--- src/rtl/dispram_pkg.sv ---
package dispram_pkg;
  localparam int ROWS   = 16;
  localparam int ROW_W  = $clog2(ROWS);
  localparam int BYTE_W = 8;
  localparam int NIB_W  = BYTE_W / 2;
  localparam int LANES  = BYTE_W / NIB_W;

  typedef enum logic [2:0] {
    OP_RD_DISP = 3'b011,
    OP_WR_DISP = 3'b100,
    OP_MASK    = 3'b101,
    OP_CLEAR   = 3'b110
  } hostOp_e;

  typedef enum logic [1:0] {
    RDSEL_NONE   = 2'd0,
    RDSEL_STATUS = 2'd1,
    RDSEL_RAM    = 2'd2
  } rdSel_e;

  typedef struct packed {
    logic              wrEn;
    logic [ROW_W-1:0]  wrAddr;
    logic [BYTE_W-1:0] wrData;
    logic              keepHi;
    logic              keepLo;
    logic [ROW_W-1:0]  rdAddr;
    rdSel_e            rdSel;
    logic              statusBusy;
    logic              blankHi;
    logic              blankLo;
    logic [BYTE_W-1:0] blankCode;
  } ramStrobe_t;
endpackage

--- src/rtl/dispram_ctrl.sv ---
module dispram_ctrl
  import dispram_pkg::*;
#(
  parameter int CLEAR_CYCLES = 64
) (
  input  logic              clk,
  input  logic              rstN,
  input  logic              csN,
  input  logic              rdN,
  input  logic              wrN,
  input  logic              a0,
  input  logic [BYTE_W-1:0] dataIn,
  output ramStrobe_t        strobe
);
  localparam int ROW_TICKS = (CLEAR_CYCLES / ROWS < 1) ? 1 : CLEAR_CYCLES / ROWS;
  localparam int TICK_W    = $clog2(ROW_TICKS + 1);
  localparam logic [TICK_W-1:0] TICK_LAST = TICK_W'(ROW_TICKS - 1);
  localparam logic [ROW_W-1:0]  ROW_LAST  = ROW_W'(ROWS - 1);

  logic              wrPrev, rdPrev;
  logic [ROW_W-1:0]  ptr;
  logic              autoInc;
  logic              srcDisp;
  logic              inhHi, inhLo, blkHi, blkLo;
  logic [BYTE_W-1:0] blankCode;
  logic              busy;
  logic [ROW_W-1:0]  rowCnt;
  logic [TICK_W-1:0] tickCnt;

  logic              wrRise, rdRise, cmdWr, dataWr, dataRd, cpuWrOk;
  logic              rowTick, clearGo, loadPtr;
  hostOp_e           opcode;
  logic [BYTE_W-1:0] codeSel;

  // Strobe edges: a host cycle acts when its strobe returns high
  assign wrRise  = !wrPrev && wrN && !csN;
  assign rdRise  = !rdPrev && rdN && !csN;
  assign cmdWr   = wrRise && a0;
  assign dataWr  = wrRise && !a0;
  assign dataRd  = rdRise && !a0;
  assign cpuWrOk = dataWr && !busy;
  assign opcode  = hostOp_e'(dataIn[BYTE_W-1:BYTE_W-3]);
  assign loadPtr = cmdWr && (opcode == OP_RD_DISP || opcode == OP_WR_DISP);
  assign clearGo = cmdWr && (opcode == OP_CLEAR) && (dataIn[2] || dataIn[0]) && !busy;
  assign rowTick = busy && (tickCnt == TICK_LAST);

  always_comb begin
    case (dataIn[4:3])
      2'b10:   codeSel = BYTE_W'(8'h20);
      2'b11:   codeSel = {BYTE_W{1'b1}};
      default: codeSel = '0;
    endcase
  end

  always_ff @(posedge clk or negedge rstN) begin
    if (!rstN) begin
      wrPrev <= 1'b1;
      rdPrev <= 1'b1;
    end else begin
      wrPrev <= wrN;
      rdPrev <= rdN;
    end
  end

  // Shared row pointer, auto-increment flag and read source
  always_ff @(posedge clk or negedge rstN) begin
    if (!rstN) begin
      ptr     <= '0;
      autoInc <= 1'b0;
      srcDisp <= 1'b0;
    end else begin
      if (loadPtr) begin
        ptr     <= dataIn[ROW_W-1:0];
        autoInc <= dataIn[ROW_W];
        if (opcode == OP_RD_DISP) srcDisp <= 1'b1;
      end else if (autoInc && (cpuWrOk || (dataRd && srcDisp))) begin
        ptr <= ptr + 1'b1;
      end
    end
  end

  // Nibble protect / blank flags and blank code
  always_ff @(posedge clk or negedge rstN) begin
    if (!rstN) begin
      inhHi     <= 1'b0;
      inhLo     <= 1'b0;
      blkHi     <= 1'b0;
      blkLo     <= 1'b0;
      blankCode <= '0;
    end else if (cmdWr) begin
      if (opcode == OP_MASK) begin
        inhHi <= dataIn[3];
        inhLo <= dataIn[2];
        blkHi <= dataIn[1];
        blkLo <= dataIn[0];
      end
      if (opcode == OP_CLEAR) blankCode <= codeSel;
    end
  end

  // Timed fill sequencer
  always_ff @(posedge clk or negedge rstN) begin
    if (!rstN) begin
      busy    <= 1'b0;
      rowCnt  <= '0;
      tickCnt <= '0;
    end else if (clearGo) begin
      busy    <= 1'b1;
      rowCnt  <= '0;
      tickCnt <= '0;
    end else if (busy) begin
      if (rowTick) begin
        tickCnt <= '0;
        rowCnt  <= rowCnt + 1'b1;
        if (rowCnt == ROW_LAST) busy <= 1'b0;
      end else begin
        tickCnt <= tickCnt + 1'b1;
      end
    end
  end

  always_comb begin
    strobe.wrEn       = busy ? rowTick : cpuWrOk;
    strobe.wrAddr     = busy ? rowCnt : ptr;
    strobe.wrData     = busy ? blankCode : dataIn;
    strobe.keepHi     = !busy && inhHi;
    strobe.keepLo     = !busy && inhLo;
    strobe.rdAddr     = ptr;
    strobe.statusBusy = busy;
    strobe.blankHi    = blkHi;
    strobe.blankLo    = blkLo;
    strobe.blankCode  = blankCode;
    if (!csN && !rdN)
      strobe.rdSel = a0 ? RDSEL_STATUS : (srcDisp ? RDSEL_RAM : RDSEL_NONE);
    else
      strobe.rdSel = RDSEL_NONE;
  end
endmodule

--- src/rtl/dispram_data.sv ---
module dispram_data
  import dispram_pkg::*;
(
  input  logic              clk,
  input  logic              rstN,
  input  ramStrobe_t        strobe,
  input  logic [ROW_W-1:0]  scanAddr,
  output logic [BYTE_W-1:0] dataOut,
  output logic [BYTE_W-1:0] scanData
);
  logic [BYTE_W-1:0] rdRaw;

  for (genvar n = 0; n < LANES; n++) begin : g_lane
    logic [NIB_W-1:0] mem [ROWS];
    logic             keep;
    logic             blank;

    assign keep  = (n == LANES - 1) ? strobe.keepHi : strobe.keepLo;
    assign blank = (n == LANES - 1) ? strobe.blankHi : strobe.blankLo;

    always_ff @(posedge clk or negedge rstN) begin
      if (!rstN) begin
        for (int r = 0; r < ROWS; r++) mem[r] <= '0;
      end else if (strobe.wrEn && !keep) begin
        mem[strobe.wrAddr] <= strobe.wrData[n*NIB_W +: NIB_W];
      end
    end

    assign rdRaw[n*NIB_W +: NIB_W]    = mem[strobe.rdAddr];
    assign scanData[n*NIB_W +: NIB_W] = blank ? strobe.blankCode[n*NIB_W +: NIB_W]
                                              : mem[scanAddr];
  end

  always_comb begin
    case (strobe.rdSel)
      RDSEL_STATUS: dataOut = {strobe.statusBusy, {(BYTE_W-1){1'b0}}};
      RDSEL_RAM:    dataOut = rdRaw;
      default:      dataOut = '0;
    endcase
  end
endmodule

--- src/rtl/dispram_host_ctrl.sv ---
module dispram_host_ctrl
  import dispram_pkg::*;
#(
  parameter int CLEAR_CYCLES = 64
) (
  input  logic              clk,
  input  logic              rstN,
  input  logic              csN,
  input  logic              rdN,
  input  logic              wrN,
  input  logic              a0,
  input  logic [BYTE_W-1:0] dataIn,
  output logic [BYTE_W-1:0] dataOut,
  input  logic [ROW_W-1:0]  scanAddr,
  output logic [BYTE_W-1:0] scanData
);
  ramStrobe_t strobe;

  dispram_ctrl #(.CLEAR_CYCLES(CLEAR_CYCLES)) u_ctrl (
    .clk    (clk),
    .rstN   (rstN),
    .csN    (csN),
    .rdN    (rdN),
    .wrN    (wrN),
    .a0     (a0),
    .dataIn (dataIn),
    .strobe (strobe)
  );

  dispram_data u_data (
    .clk      (clk),
    .rstN     (rstN),
    .strobe   (strobe),
    .scanAddr (scanAddr),
    .dataOut  (dataOut),
    .scanData (scanData)
  );
endmodule

--- config.mk ---
export PLATFORM = sky130hd
export DESIGN_NAME = dispram_host_ctrl
export DESIGN_NICKNAME = d
export VERILOG_FILES = /design/src/rtl/dispram_pkg.sv /design/src/rtl/dispram_ctrl.sv /design/src/rtl/dispram_data.sv /design/src/rtl/dispram_host_ctrl.sv
export SDC_FILE = /design/constraint.sdc
export NUM_CORES = 1
export LEC_CHECK = 0
export BUFFER_PORTS_ARGS = -buffer_cell sky130_fd_sc_hd__buf_4
export CAP_MARGIN = 20
export CORE_MARGIN = 2
export CORE_UTILIZATION = 57
export CTS_CLUSTER_DIAMETER = 150
export DETAILED_ROUTE_END_ITERATION = 7
export PLACE_DENSITY = 0.77
export SLEW_MARGIN = 10
export SYNTH_ARGS = -nofsm -noshare
export SYNTH_HDL_FRONTEND = slang
export SYNTH_SLANG_ARGS = --single-unit
--- constraint.sdc ---
create_clock -name clk -period 1.8 [get_ports clk]
set_input_delay 0.18 -clock clk [delete_from_list [all_inputs] [get_ports clk]]
set_output_delay 0.18 -clock clk [all_outputs]
set_load 0.02 [all_outputs]
Word level (Yosys, flattened, before mapping):

Index checks and enable logic that the tools add are counted.

* flip-flop bits (word level): 156
* memory bits (read-only): 0
* bits of input ports: 18
* bits in latches: 0
* memories kept: 0
* logic and storage cells: 142
* output and inout bits: 16
* RAM bits: 0

* multiplexer cells: 38
* add/sub/neg operators: 3
* reductions and logical operators: 39
* equal/unequal tests: 10
* $mul: 0
* $lt $le $gt $ge: 4
* shift-type cells: 0
* bitwise gates (word level): 3
* divide/modulo/power cells: 0

Operators with widths (number)
* $bwmux W64: 2
* $mux W4: 17
* $bmux W4 S4: 4
* $pmux W8 S2: 2
* $logic_and A1 B1 Y1: 21
* $demux W4 S4: 1
* $ge A5 B5 Y1 const B: 3
* $not A4 Y5: 3
* $eq A3 B3 Y1 const B: 3
* $mux W3: 3
* $add A4 B1 Y4 const B: 2
* $logic_not A1 Y1: 8
* $mux W8: 1
* $reduce_and A2 Y1: 4
* $eq A2 B2 Y1 const B: 3
* $eq A3 B2 Y1 const B: 2
* $mux W2: 3
* $reduce_bool A2 Y1: 3
* $lt A5 B1 Y1 const B: 1
* $mux W1: 5
* $eq A4 B4 Y1 const B: 1
* $add A3 B1 Y3 const B: 1
* $logic_or A1 B1 Y1: 3
* $eq A2 B1 Y1 const B: 1

Depth between registers and ports, before layout:

* word-level depth: 9
* mapped depth: 8
* depth with buffers taken out: 8

Hierarchy:

From an unflattened synthesis, not the netlist that was laid out.

* cells, all modules: 607
* area total of the unflattened synthesis: 8354.3 um^2

By module, submodules not included
* dispram_data: times used 1, cells an instance 484, area an instance 7071.8 um^2, sequential area each 3203.1 um^2
* dispram_ctrl: times used 1, cells an instance 123, area an instance 1282.5 um^2, sequential area each 553.0 um^2

Least setup slack after synthesis:

OpenSTA, ideal clock, no wires.

* path kind: input-to-output
* from: input port csN
* to: output port dataOut[7]
* arrival: 1970 ps
* required time: 1620 ps
* path slack: -350 ps
* cell stages on the path: 7
* buffers on the path: 1
* cells stage by stage: nor2_1 nand3b_1 ha_1 or3b_2 clkbuf_1 o22a_1 o21ai_0

* cells in the longest elaborated chain, start to end: 5
* elaborated cells between the ends (all ways): 6
* those cells by class: eq/ne (2); mux (2); reduce/logical (2)

Ends and longest elaborated chain
* start, declared: RTL line dispram_host_ctrl.sv:8 `input logic csN,`
* $logic_not A1 Y1 (*): RTL line dispram_ctrl.sv:133 `if (!csN && !rdN)`
* $logic_and A1 B1 Y1 (*): RTL line dispram_ctrl.sv:133
* $mux W2 (*): RTL line dispram_ctrl.sv:133
* $eq A2 B2 Y1 or $eq A2 B1 Y1 (tied branches): RTL line dispram_data.sv:35 `case (strobe.rdSel)`
* $pmux W8 S2 (*): RTL line dispram_data.sv:35
* end, declared: RTL line dispram_host_ctrl.sv:13 `output logic [BYTE_W-1:0] dataOut,`

Mark *: on every way between the ends. The rest lies on a longest branch, timed or not.

Final worst setup path:

* from: register u_ctrl.ptr[0]
* to: output port dataOut[2]

* cells in the longest elaborated chain, start to end: 5

Ends and longest elaborated chain
* start, declared: RTL line dispram_ctrl.sv:21 `logic [ROW_W-1:0] ptr;`
* start signal, assigned: RTL line dispram_ctrl.sv:73 `ptr <= dataIn[ROW_W-1:0];`
* start signal, assigned: RTL line dispram_ctrl.sv:77 `ptr <= ptr + 1'b1;`
* $not A4 Y5 (not written as such): RTL line dispram_data.sv:29 `assign rdRaw[n*NIB_W +: NIB_W] = mem[strobe.rdAddr];`
* $bmux W4 S4: RTL line dispram_data.sv:29
* $mux W4 (not written as such) (2 in series): RTL line dispram_data.sv:29
* $pmux W8 S2: RTL line dispram_data.sv:35

Every way passes these cells. The select of a mux whose other input is x is not followed.

==> results.cfg <==
[run_status]
outcome = finished with violations
violations = negative setup slack

[worst_setup_path]
end_kind = output port
worstPathArrival_ns = 2.24
worstSetupPathType = flip-flop to output port
critPathLaunchType = flip-flop
crit_path_max_fanout = 7
cp.required_ns = 1.62

[drt]
vias = 7003
wl_per_cell_um = 27.96
ant_nets = 0
drc_errors = 0
vias_per_cell = 6.947
finalWirelength_mm = 28.19
firstDrtPassIters = 6
first_iter_violations = 859

[clocking]
htreeDepth = 4
root_buffer = clkbuf_16
cts_sinks = 150
cts.clk_slew.worst_paths_ns = 0.06
clkLatencyLatePin_ns = 0.44
cts_made_buffers = 17
cts_tree = done
cts_buffer_depth = 2

[timing]
max_clock_freq_ghz = 0.4125
hold_violations = 0
rsz0062_at_grt = yes
worst_clock_skew_ns = 0.009146
slew_headroom = 0.5464
min_period_ns = 2.424
fin_crit_sh = 1.347
fin_ws_ns = -0.6243
setup_viol = 144
worst_slew_pin_slew_ns = 0.6759
drv_slew = 0
setup_tns_ns = -38.16

[grt]
grt_pass1_vias = 7225
grt-ovfl-total = 0
gr-usage-met2 = 0.5548
grt_util_all_layers = 0.3477
grt_pass1_wl_mm = 42.33
grt_util_met1 = 0.4627
antenna_found_initial = 0
top_usage_layer = met2
grt_max_degree = 62
use_met3 = 0.07179

[synthesis]
ys_types = 67
syn_inst = 645
synthesis.yosys.warnings = 0
ys_seq_area_frac = 0.4269
netlist_area_mm2 = 0.008798
synth_edf_count = 0
async_reset_ff_frac = 1.000
synthesis.nets = 668
synth_ff_type = dfrtp_1
synth_area_per_cell_um2 = 13.64
ys_seq_elements = 150

[layout]
multi_input_area_mm2 = 0.005445
drive_above_1_share = 0.5629
register_area_mm2 = 0.003760
area_growth_pct = 35.44
utilization = 0.7868
layout_commonest_cell = dfrtp_1
fin_cells = 1008
final_cell_mix = dfrtp_1 (145), buf_4 (123), mux2_4 (94)
fillers = 740
design_area_mm2 = 0.01192
fin_nets = 831

[die]
die_area_mm2 = 0.01645
initial_core_util = 0.5809
core-area_mm2 = 0.01515
die_w_um = 128.2
io_pins = 34
die_height_um = 128.2
num_rows = 45

[power]
combPwrFrac = 0.485
pwr-share-seq = 0.318
switching_power_mw = 6.026
ir_worst_vdd_mv = 0.7621
p_sw_frac = 0.3679
p_clk_frac = 0.197
p_per_area_mw_per_mm2 = 1375
p_leak_nw = 5.509
p_int_mw = 10.36

[place]
place.gp.congestion = 0.8876
numPortBuffers = 33
place_area_mm2 = 0.01043
dp_cells = 930
dp_slack_ns = -0.4594
dpl.hpwl_mm = 16.95

[hold_path]
min_path_type = input pin to flip-flop

[flow_run]
cap_viol_max_count = 0
-- cell type report --
type,count,area share
antenna,1,0.0002100
clock buffer,24,0.03790
clock inverter,6,0.004620
inverter,13,0.004095
multi-input combinational,438,0.4570
sequential,150,0.3155
tap,188,0.01974
timing repair buffer,188,0.1610
-- stage by stage --
stage | total power, mW | hold slack [ns]
floorplan | 9.100 | -0.1156
global placement | 11.04 | 0.1590
detailed placement | 11.36 | 0.1705
CTS | 15.61 | 0.02843
global route | 16.90 | 0.04105
finish | 16.38 | 0.03643
-- worst max-delay path, cell delays in order, from the launching register on --
cell and delay [ns]:
dfrtp_2 0.47, buf_12 0.17, buf_12 0.13, mux4_2 0.53
mux2i_2 0.23, o22ai_2 0.13, buf_6 0.15
-- sequential cells by signal, summed over array words and instances (netlist names), 2 cells and up --
register           flops
u_ctrl.blankCode       2
u_ctrl.ptr             4
u_ctrl.rowCnt          4
u_ctrl.tickCnt         3
u_data.g_lane.mem    128
-- final timing paths --
path,startpoint,endpoint,slack (ns),cells after the start
worst max-delay path,u_ctrl.ptr[0],dataOut[2],-0.62,6
min in group asynchronous,rstN,u_data.g_lane[1].mem[18],0.27,2
worst max register to register,u_ctrl.busy,u_data.g_lane[1].mem[4],-0.32,6
max in group asynchronous,rstN,u_data.g_lane[0].mem[4],0.82,3
worst min-delay path,dataIn[1],u_ctrl.ptr[1],0.04,3
worst min register to register,u_data.g_lane[1].mem[33],u_data.g_lane[1].mem[33],0.51,1
-- power by group through the flow --
stage	sequential (mW)	clock [mW]	combinational, mW
after floorplan	4.78	0	4.32
after global placement	5.00	0	6.05
after detailed placement	5.12	0	6.24
after CTS	5.08	3.22	7.31
after global routing	5.28	3.37	8.25
final	5.21	3.23	7.94
-- routing by layer --
metal / vias to the layer above / routed length [um]
met4: 0 / 1024
met5: - / 0
met3: 96 / 2616
met2: 505 / 13500
li1: 2800 / -
met1: 3602 / 11040
-- cell families after synthesis --
kind of cell | count (synthesis) | synth area share
fa+ha+maj | 5 | 0.007110
simple gates | 108 | 0.09699
buf+inv | 57 | 0.03214
mux | 224 | 0.3517
xor+xnor | 4 | 0.003983
flops | 150 | 0.4269
compound gates | 97 | 0.08120
-- timing repair --
action	in CTS	in global routing
endpoints found under the setup margin	144	144
pin swaps	29	21
endpoints found under the hold margin	50	0
buffers inserted	44	25
hold buffers	3	0
gates cloned	2	1
gates resized for setup	80	54
-- synthesized netlist by cell type (12+ instances only) --
| library cell | number | area share |
|---|---|---|
| mux2i_1 | 41 | 0.047 |
| o21ai_0 | 31 | 0.018 |
| mux2_2 | 20 | 0.026 |
| nand2_1 | 24 | 0.010 |
| a21oi_1 | 13 | 0.0074 |
| dfrtp_1 | 148 | 0.42 |
| nor2_1 | 12 | 0.0051 |
| inv_1 | 13 | 0.0055 |
| mux4_2 | 54 | 0.14 |
| clkbuf_1 | 22 | 0.0094 |
| nor3_4 | 20 | 0.037 |
| mux2_1 | 105 | 0.13 |
(Power assumes the default switching activity.)
